<file path="src/rtl/cos_pkg.sv">
// Package: default sizes shared by the change-of-state monitor.
// Assumes: users override through the top module parameters.
package cos_pkg;
    localparam int DEF_NUM_CH     = 16;
    localparam int DEF_ADDR_W     = 3;
    localparam int DEF_COS_OFFSET = 6;
    localparam int DEF_SYNC_DEPTH = 2;
endpackage

</file>
<file path="src/rtl/cos_sync.sv">
// Module: per-channel multi-flop synchronizer for asynchronous inputs.
// Assumes: DEPTH >= 2; each bit is treated as an independent signal.
module cos_sync #(
    parameter int NUM_CH = 16,
    parameter int DEPTH  = 2
) (
    input  logic              clk,
    input  logic              rst_n,
    input  logic [NUM_CH-1:0] d_async,
    output logic [NUM_CH-1:0] q_sync
);
    for (genvar ch = 0; ch < NUM_CH; ch++) begin : g_ch
        logic [DEPTH-1:0] chain_q;
        // shift the input through DEPTH flops
        always_ff @(posedge clk) begin
            if (!rst_n) chain_q <= '0;
            else        chain_q <= {chain_q[DEPTH-2:0], d_async[ch]};
        end
        assign q_sync[ch] = chain_q[DEPTH-1];
    end
endmodule

</file>
<file path="src/rtl/cos_edge_detect.sv">
// Module: finds level changes on synchronized inputs and gates them by the mask.
// Assumes: inputs are already synchronous; both edge directions count.
module cos_edge_detect #(
    parameter int NUM_CH = 16
) (
    input  logic              clk,
    input  logic              rst_n,
    input  logic [NUM_CH-1:0] level,
    input  logic [NUM_CH-1:0] enable,
    output logic              event_hit
);
    logic [NUM_CH-1:0] prev_q;
    logic [NUM_CH-1:0] changed;

    // remember last cycle's synchronized levels
    always_ff @(posedge clk) begin
        if (!rst_n) prev_q <= '0;
        else        prev_q <= level;
    end

    // a change in either direction on an armed channel is an event
    always_comb begin
        changed   = (level ^ prev_q) & enable;
        event_hit = |changed;
    end
endmodule

</file>
<file path="src/rtl/cos_latch_ctrl.sv">
// Module: holds the interrupt request and the input snapshot taken at the event.
// Assumes: clr is a synchronous pulse; an event in the clear cycle takes priority.
module cos_latch_ctrl #(
    parameter int NUM_CH = 16
) (
    input  logic              clk,
    input  logic              rst_n,
    input  logic              event_hit,
    input  logic              clr,
    input  logic [NUM_CH-1:0] level,
    output logic              irq,
    output logic [NUM_CH-1:0] snapshot
);
    logic              irq_q;
    logic [NUM_CH-1:0] snap_q;

    // set on event when idle or clearing, drop on a plain clear
    always_ff @(posedge clk) begin
        if (!rst_n) begin
            irq_q  <= 1'b0;
            snap_q <= '0;
        end else if (event_hit && (!irq_q || clr)) begin
            irq_q  <= 1'b1;
            snap_q <= level;
        end else if (clr) begin
            irq_q  <= 1'b0;
            snap_q <= '0;
        end
    end

    assign irq      = irq_q;
    assign snapshot = snap_q;

    AST_IRQ_HOLD: assert property (@(posedge clk) disable iff (!rst_n)
        irq_q && !clr |=> irq_q);
    AST_SNAP_FROZEN: assert property (@(posedge clk) disable iff (!rst_n)
        irq_q && !clr |=> $stable(snap_q));
    AST_CLEAR_EMPTIES: assert property (@(posedge clk) disable iff (!rst_n)
        clr && !event_hit |=> !irq_q && (snap_q == '0));
    AST_EVENT_SETS: assert property (@(posedge clk) disable iff (!rst_n)
        event_hit |=> irq_q);
    AST_NO_SPURIOUS: assert property (@(posedge clk) disable iff (!rst_n)
        !irq_q && !event_hit |=> !irq_q);
endmodule

</file>
<file path="src/rtl/cos_irq_latch.sv">
// Module: top of the change-of-state monitor with one shared register offset.
// Assumes: writes at COS_OFFSET load the enable mask, reads there return the snapshot.
module cos_irq_latch
    import cos_pkg::*;
#(
    parameter int NUM_CH     = DEF_NUM_CH,
    parameter int ADDR_W     = DEF_ADDR_W,
    parameter int COS_OFFSET = DEF_COS_OFFSET,
    parameter int SYNC_DEPTH = DEF_SYNC_DEPTH
) (
    input  logic              clk,
    input  logic              rst_n,
    input  logic [ADDR_W-1:0] reg_addr,
    input  logic              reg_wr,
    input  logic [NUM_CH-1:0] reg_wdata,
    output logic [NUM_CH-1:0] reg_rdata,
    input  logic [NUM_CH-1:0] din,
    input  logic              irq_clear,
    output logic              irq
);
    localparam logic [ADDR_W-1:0] SEL_ADDR = ADDR_W'(COS_OFFSET);

    logic [NUM_CH-1:0] mask_q;
    logic [NUM_CH-1:0] level_s;
    logic [NUM_CH-1:0] snap;
    logic              hit;
    logic              sel;

    assign sel = (reg_addr == SEL_ADDR);

    // enable mask register, loaded by writes at the shared offset
    always_ff @(posedge clk) begin
        if (!rst_n)            mask_q <= '0;
        else if (reg_wr && sel) mask_q <= reg_wdata;
    end

    // reads at the shared offset return the snapshot
    always_comb begin
        reg_rdata = sel ? snap : '0;
    end

    cos_sync #(.NUM_CH(NUM_CH), .DEPTH(SYNC_DEPTH)) sync_i (
        .clk(clk), .rst_n(rst_n), .d_async(din), .q_sync(level_s)
    );

    cos_edge_detect #(.NUM_CH(NUM_CH)) edge_i (
        .clk(clk), .rst_n(rst_n), .level(level_s), .enable(mask_q),
        .event_hit(hit)
    );

    cos_latch_ctrl #(.NUM_CH(NUM_CH)) ctrl_i (
        .clk(clk), .rst_n(rst_n), .event_hit(hit), .clr(irq_clear),
        .level(level_s), .irq(irq), .snapshot(snap)
    );

    AST_FOREIGN_WRITE: assert property (@(posedge clk) disable iff (!rst_n)
        reg_wr && !sel |=> $stable(mask_q));
    AST_MASK_LOAD: assert property (@(posedge clk) disable iff (!rst_n)
        reg_wr && sel |=> mask_q == $past(reg_wdata));
endmodule

</file>
<file path="config.mk">
export PLATFORM = sky130hd
export DESIGN_NAME = cos_irq_latch
export DESIGN_NICKNAME = d
export VERILOG_FILES = /design/src/rtl/cos_pkg.sv /design/src/rtl/cos_sync.sv /design/src/rtl/cos_edge_detect.sv /design/src/rtl/cos_latch_ctrl.sv /design/src/rtl/cos_irq_latch.sv
export SDC_FILE = /design/constraint.sdc
export NUM_CORES = 1
export LEC_CHECK = 0
export BUFFER_PORTS_ARGS = -buffer_cell sky130_fd_sc_hd__buf_2
export CORE_UTILIZATION = 40
export DETAILED_ROUTE_END_ITERATION = 10
export SETUP_SLACK_MARGIN = 0.3
export SYNTH_ARGS = -nofsm -noshare
export SYNTH_HDL_FRONTEND = slang
export SYNTH_SLANG_ARGS = --single-unit
</file>
<file path="constraint.sdc">
create_clock -name clk -period 2.2 [get_ports clk]
set_input_delay 0.33 -clock clk [delete_from_list [all_inputs] [get_ports clk]]
set_output_delay 0.33 -clock clk [all_outputs]
set_load 0.03 [all_outputs]
</file>
### Yosys cells after proc, flatten, opt, wreduce, memory -nomap -nowiden

Index checks and enable logic that the tools add are counted.

| word-level totals | value |
|---|---|
| register bits | 81 |
| output and inout bits | 17 |

| cells by class | value |
|---|---|
| equal/unequal tests | 1 |
| mux-type cells | 5 |
| bitwise gates (word level) | 2 |
| reduce and logical (&&, ||, !) cells | 6 |

Operators with widths:

| cell | count |
|---|---|
| two-way mux 16 bit | 3 |
| bitwise AND 16 bit | 1 |
| OR reduction 16 bit | 1 |
| bitwise XOR 16 bit | 1 |
| equality test 3 bit, second input constant | 1 |
| logical AND 1 bit | 2 |
| two-way mux 1 bit | 2 |
| nonzero test 2 bit | 1 |
| zero test 1 bit | 1 |
| logical OR 1 bit | 1 |

### Depth between registers and ports, before layout

| depth | value |
|---|---|
| word-level depth | 5 |
| depth in mapped cells | 7 |
| mapped depth without buffers | 5 |

### By module

From an unflattened synthesis, not the netlist that was laid out.

| unflattened totals | value |
|---|---|
| cell total of the unflattened synthesis | 305 |
| area total of the unflattened synthesis | 3140.5 um2 |

Modules (own cells, without submodules):

| module | area each (um2) | instances | sequential area each (um2) | cells an instance |
|---|---|---|---|---|
| cos_sync | 1016.0 | 1 | 640.6 | 83 |
| cos_irq_latch | 767.0 | 1 | 320.3 | 88 |
| cos_latch_ctrl | 710.7 | 1 | 340.3 | 76 |
| cos_edge_detect | 646.9 | 1 | 320.3 | 58 |

### Worst setup path before layout

No wires, ideal clock.

| timing | value |
|---|---|
| path type | in2out |
| from | in reg_addr[0] |
| to | out reg_rdata[10] |
| slack | 693 ps |
| arrival | 1177 ps |
| buffers on the path | 2 |
| stages | 4 |
| required time | 1870 ps |
| cells stage by stage | and3b_1 clkbuf_2 clkbuf_1 and2_1 |

| between the ends | value |
|---|---|
| cells in the longest elaborated chain, start to end | 2 |

RTL lines:

| item | RTL line | source |
|---|---|---|
| start, declared | cos_irq_latch.sv:13 | `input logic [ADDR_W-1:0] reg_addr,` |
| equality test 3 bit | cos_irq_latch.sv:29 | `assign sel = (reg_addr == SEL_ADDR);` |
| two-way mux 16 bit | cos_irq_latch.sv:39 | `reg_rdata = sel ? snap : '0;` |
| end, declared | cos_irq_latch.sv:16 | `output logic [NUM_CH-1:0] reg_rdata,` |

Every way passes these cells.

### Worst setup path after layout

| timing | value |
|---|---|
| from | in reg_addr[0] |
| to | out reg_rdata[13] |

Same word-level chain as after synthesis.

==> out/results.md <==
| Metric | Value | Unit |
| --- | --- | --- |
| Chain of cells forming the critical path | buf_2, and3b_1, and2_1, buf_2 | - |
| Starting utilization of the core area | 41.1 | % |
| WL/cell | 12.1 | um |
| Detailed-placement wirelength estimate | 3.56 | mm |
| H-tree depth | 3 | - |
| Highest-count cells in the layout ignoring fill and taps | 81 x sky130_fd_sc_hd__dfxtp_1, 80 x sky130_fd_sc_hd__and2_1, 55 x sky130_fd_sc_hd__buf_2 | - |
| Timing-limited maximum frequency | 589 | MHz |
| Gate Count Post-Synth | 291 | - |
| Shortest clock period the worst path allows after layout | 1.70 | ns |
| Top layer in use | met4 | - |
| Worst Hold Path Cells | 2 | - |
| Worst-Skew Late Latency | 0.34 | ns |
| Leading cell type in the layout, fill and taps excluded | sky130_fd_sc_hd__dfxtp_1 | - |
| Via count of the first global-routing pass | 1,740 | - |
| Final layout net count | 384 | - |
| Number of failing setup endpoints in the final timing report | 0 | - |
| Routed metal-1 wire length | 2.75 | mm |
| Warnings, synthesis | 0 | - |
| Dpl cell area | 0.00330 | sq mm |
| Sum Neg Setup Slack | 0 | ns |
| Normalized max-slew margin | 39.4 | % |
| Reg-to-Reg Start | sync_i.g_ch[4].chain_q[1]$_SDFF_PN0_ | - |
| Pin count of the biggest net entering global routing | 67 | - |
| Vias post-DR | 1,920 | - |
| Category of the worst setup path launch point | input port | - |
| Post-synthesis instance area | 0.00296 | sq mm |
| XOR/XNOR Fraction of Synth Area | 4.73 | % |
| Synthesis-to-finish area growth | 19.2 | % |
| DRC violation total after the first TritonRoute iteration | 88 | - |
| Post-synthesis async set-or-reset flop share | 0 | % |
| Mean cell area of the mapped netlist | 10.2 | sq um |
| # Max-Cap Violations | 0 | - |
| Fraction of layout cells with a size suffix above 1 | 22.9 | % |
| Largest driver fanout on the critical path | 18 | - |
| Smallest setup slack after layout | 0.503 | ns |
| End of the worst hold path | sync_i.g_ch[5].chain_q[0]$_SDFF_PN0_ | - |
| Worst slack after detailed placement | 0.342 | ns |
| Cells resized by post-CTS repair | 0 | - |
| Number of buffers created by CTS | 9 | - |
| Via count normalized by instance count | 4.29 | - |
| Clock tree root buffer cell | sky130_fd_sc_hd__clkbuf_8 | - |
| Global-route usage over all layers | 15.0 | % |
| Register-to-register setup slack | 0.52 | ns |
| Final design instance area without fill | 0.00353 | sq mm |
| Most instantiated flip-flop cell in the synthesis netlist | sky130_fd_sc_hd__dfxtp_1 | - |
| Main combinational cell family by area after synthesis | simple AND/OR/NAND/NOR gates | - |
| Synth unique cells | 22 | - |
| Number of flops mapped to enable cells by yosys | 0 | - |
| Ant diodes | 0 | - |
| Type of the worst setup path | input port to output port | - |
| Cell with the biggest individual delay on the critical path | sky130_fd_sc_hd__and3b_1 | - |
| Global-route congestion overflow total | 0 | - |
| Post-synthesis mux area share | 0 | % |
| Slew of the pin with the lowest slew margin | 0.907 | ns |
| Synth Area in Compound Gates | 13.0 | % |
| Die H | 88.1 | um |
| Max stage delay on crit path | 0.51 | ns |
| Number of antenna violations at the first check in global routing | 0 | - |
| Period utilization | 77.1 | % |
| Synthesized-area fraction occupied by adder cells | 0 | % |
| Outcome | complete, no violations | - |
| Routed length on met2 | 2.38 | mm |
| HP Class | input port to flop | - |
| Clock tree from TritonCTS | yes | - |
| Antenna Nets Post-Route | 0 | - |
| Total nets after synthesis | 330 | - |
| Number of design rule violations left after detail routing | 0 | - |
| Arrival time at the worst endpoint | 1.37 | ns |
| Total die area | 0.00776 | sq mm |
| Number of rows in the core area | 31 | - |
| Reg-to-reg endpoint | ctrl_i.snapshot[1]$_SDFFE_PN0P_ | - |
| Worst-case vdd ir drop | 0.380 | mV |
| Reg clk slew, reported paths | 0.08 | ns |
| Area fraction in and, or, nand and nor cells after synthesis | 23.0 | % |
| Static Leakage | 1.52 | nW |
| Die Span X | 88.1 | um |
| Hold wc startpoint | din[5] | - |
| Detailed-routed wire length on met3 | 225 | um |
| Number of clock sinks | 81 | - |
| Core Util, Final | 49.0 | % |
| Seq/Total Area, Yosys | 54.7 | % |
| Last weighted congestion value of the routability-driven placer | 0.753 | - |
| Worst endpoint required time | 1.87 | ns |
| Bufs on Longest Clock Path | 2 | - |
| Global-route wire length before repair | 8.50 | mm |
| Crit end category | output port | - |
| Total iterations of the first detailed-routing run | 4 | - |
| Top Ports | 56 | - |
| Number of port buffers | 55 | - |
| Power density cells | 798 | mW/mm^2 |
| Final number of max-transition violations | 0 | - |
| Layout Skew | 0.00746 | ns |
| Unrepaired setup endpoints after global routing | no | - |
| Area of the core | 0.00721 | sq mm |
| Flop and latch count out of synthesis | 81 | - |
| Top cell by count, worst path | sky130_fd_sc_hd__buf_2 | - |
| Worst reg2reg path depth | 5 | - |
| Final count of hold timing violations | 0 | - |
| Detailed-route wire length | 5.43 | mm |
-- synthesized netlist by cell type, types with 7 or more instances --
master / instances / area (sq um)
sky130_fd_sc_hd__nand2_1: 33 / 124
sky130_fd_sc_hd__o2bb2ai_1: 14 / 123
sky130_fd_sc_hd__clkbuf_1: 10 / 37.5
sky130_fd_sc_hd__and2_1: 80 / 500
sky130_fd_sc_hd__dfxtp_1: 81 / 1620
sky130_fd_sc_hd__inv_1: 16 / 60.1
sky130_fd_sc_hd__a22oi_1: 7 / 52.6
sky130_fd_sc_hd__xor2_1: 16 / 140
sky130_fd_sc_hd__a21boi_0: 17 / 128
-- layout make-up --
class / count / area [sq um]
inverters: 16 / 60.1
multi-input cells: 179 / 1210
repair buffers: 58 / 310
well taps: 99 / 124
clock inverters: 5 / 81.3
clock buffers: 10 / 128
flip-flops and latches: 81 / 1620
fillers: 728 / 3680
-- metrics by stage --
step,cells,power [mW],hold WS (ns)
after CTS,447,2.86,0.170
after global placement,432,1.71,0.417
after global routing,448,2.95,0.173
after floorplan,291,1.66,0.412
after detailed placement,432,1.71,0.419
final,448,2.82,0.187
-- cell families after synthesis --
group           Yosys count
simple gates            120
flops                    81
compound gates           43
buf+inv                  31
xor+xnor                 16
-- what timing repair did --
item,CTS,global route
hold buffers,0,0
endpoints found under the hold margin,0,0
endpoints found under the setup margin,0,6
setup buffers,0,1
-- critical path, delay by kind of cell --
| kind | cells | cell delay, ns |
|---|---|---|
| and+or+nand+nor | 2 | 0.73 |
| buffers and inverters | 2 | 0.30 |
-- report_power, final --
| group | internal [mW] | switching [mW] |
|---|---|---|
| Combinational | 0.0711 | 0.0758 |
| Sequential | 1.51 | 0.0224 |
| Clock | 0.633 | 0.506 |
-- sequential cells by signal (all words and copies together) (netlist names) --
name                 flops
sync_i.g_ch.chain_q     32
ctrl_i.snapshot         16
mask_q                  16
edge_i.prev_q           16
ctrl_i.irq               1
-- worst max path at each step --
stage	startpoint	end	slack (ns)	depth (start not counted)
after detailed placement	reg_addr[0]	mask_q[2]$_SDFFE_PN0P_	0.34	5
after CTS	sync_i.g_ch[4].chain_q[1]$_SDFF_PN0_	ctrl_i.snapshot[11]$_SDFFE_PN0P_	0.38	5
after global routing	sync_i.g_ch[2].chain_q[1]$_SDFF_PN0_	ctrl_i.snapshot[15]$_SDFFE_PN0P_	0.38	5
after floorplan	reg_addr[0]	reg_rdata[10]	0.69	4
final	reg_addr[0]	reg_rdata[13]	0.50	4
after global placement	reg_addr[0]	mask_q[0]$_SDFFE_PN0P_	0.39	5
-- routing by layer --
layer | vias to the layer above | global-route usage (%)
met5 | - | 0
met2 | 50 | 22.3
met4 | 0 | 7.04
li1 | 1030 | -
met3 | 9 | 3.39
met1 | 831 | 20.6
No activity file was read; power rests on OpenSTA's default activity.
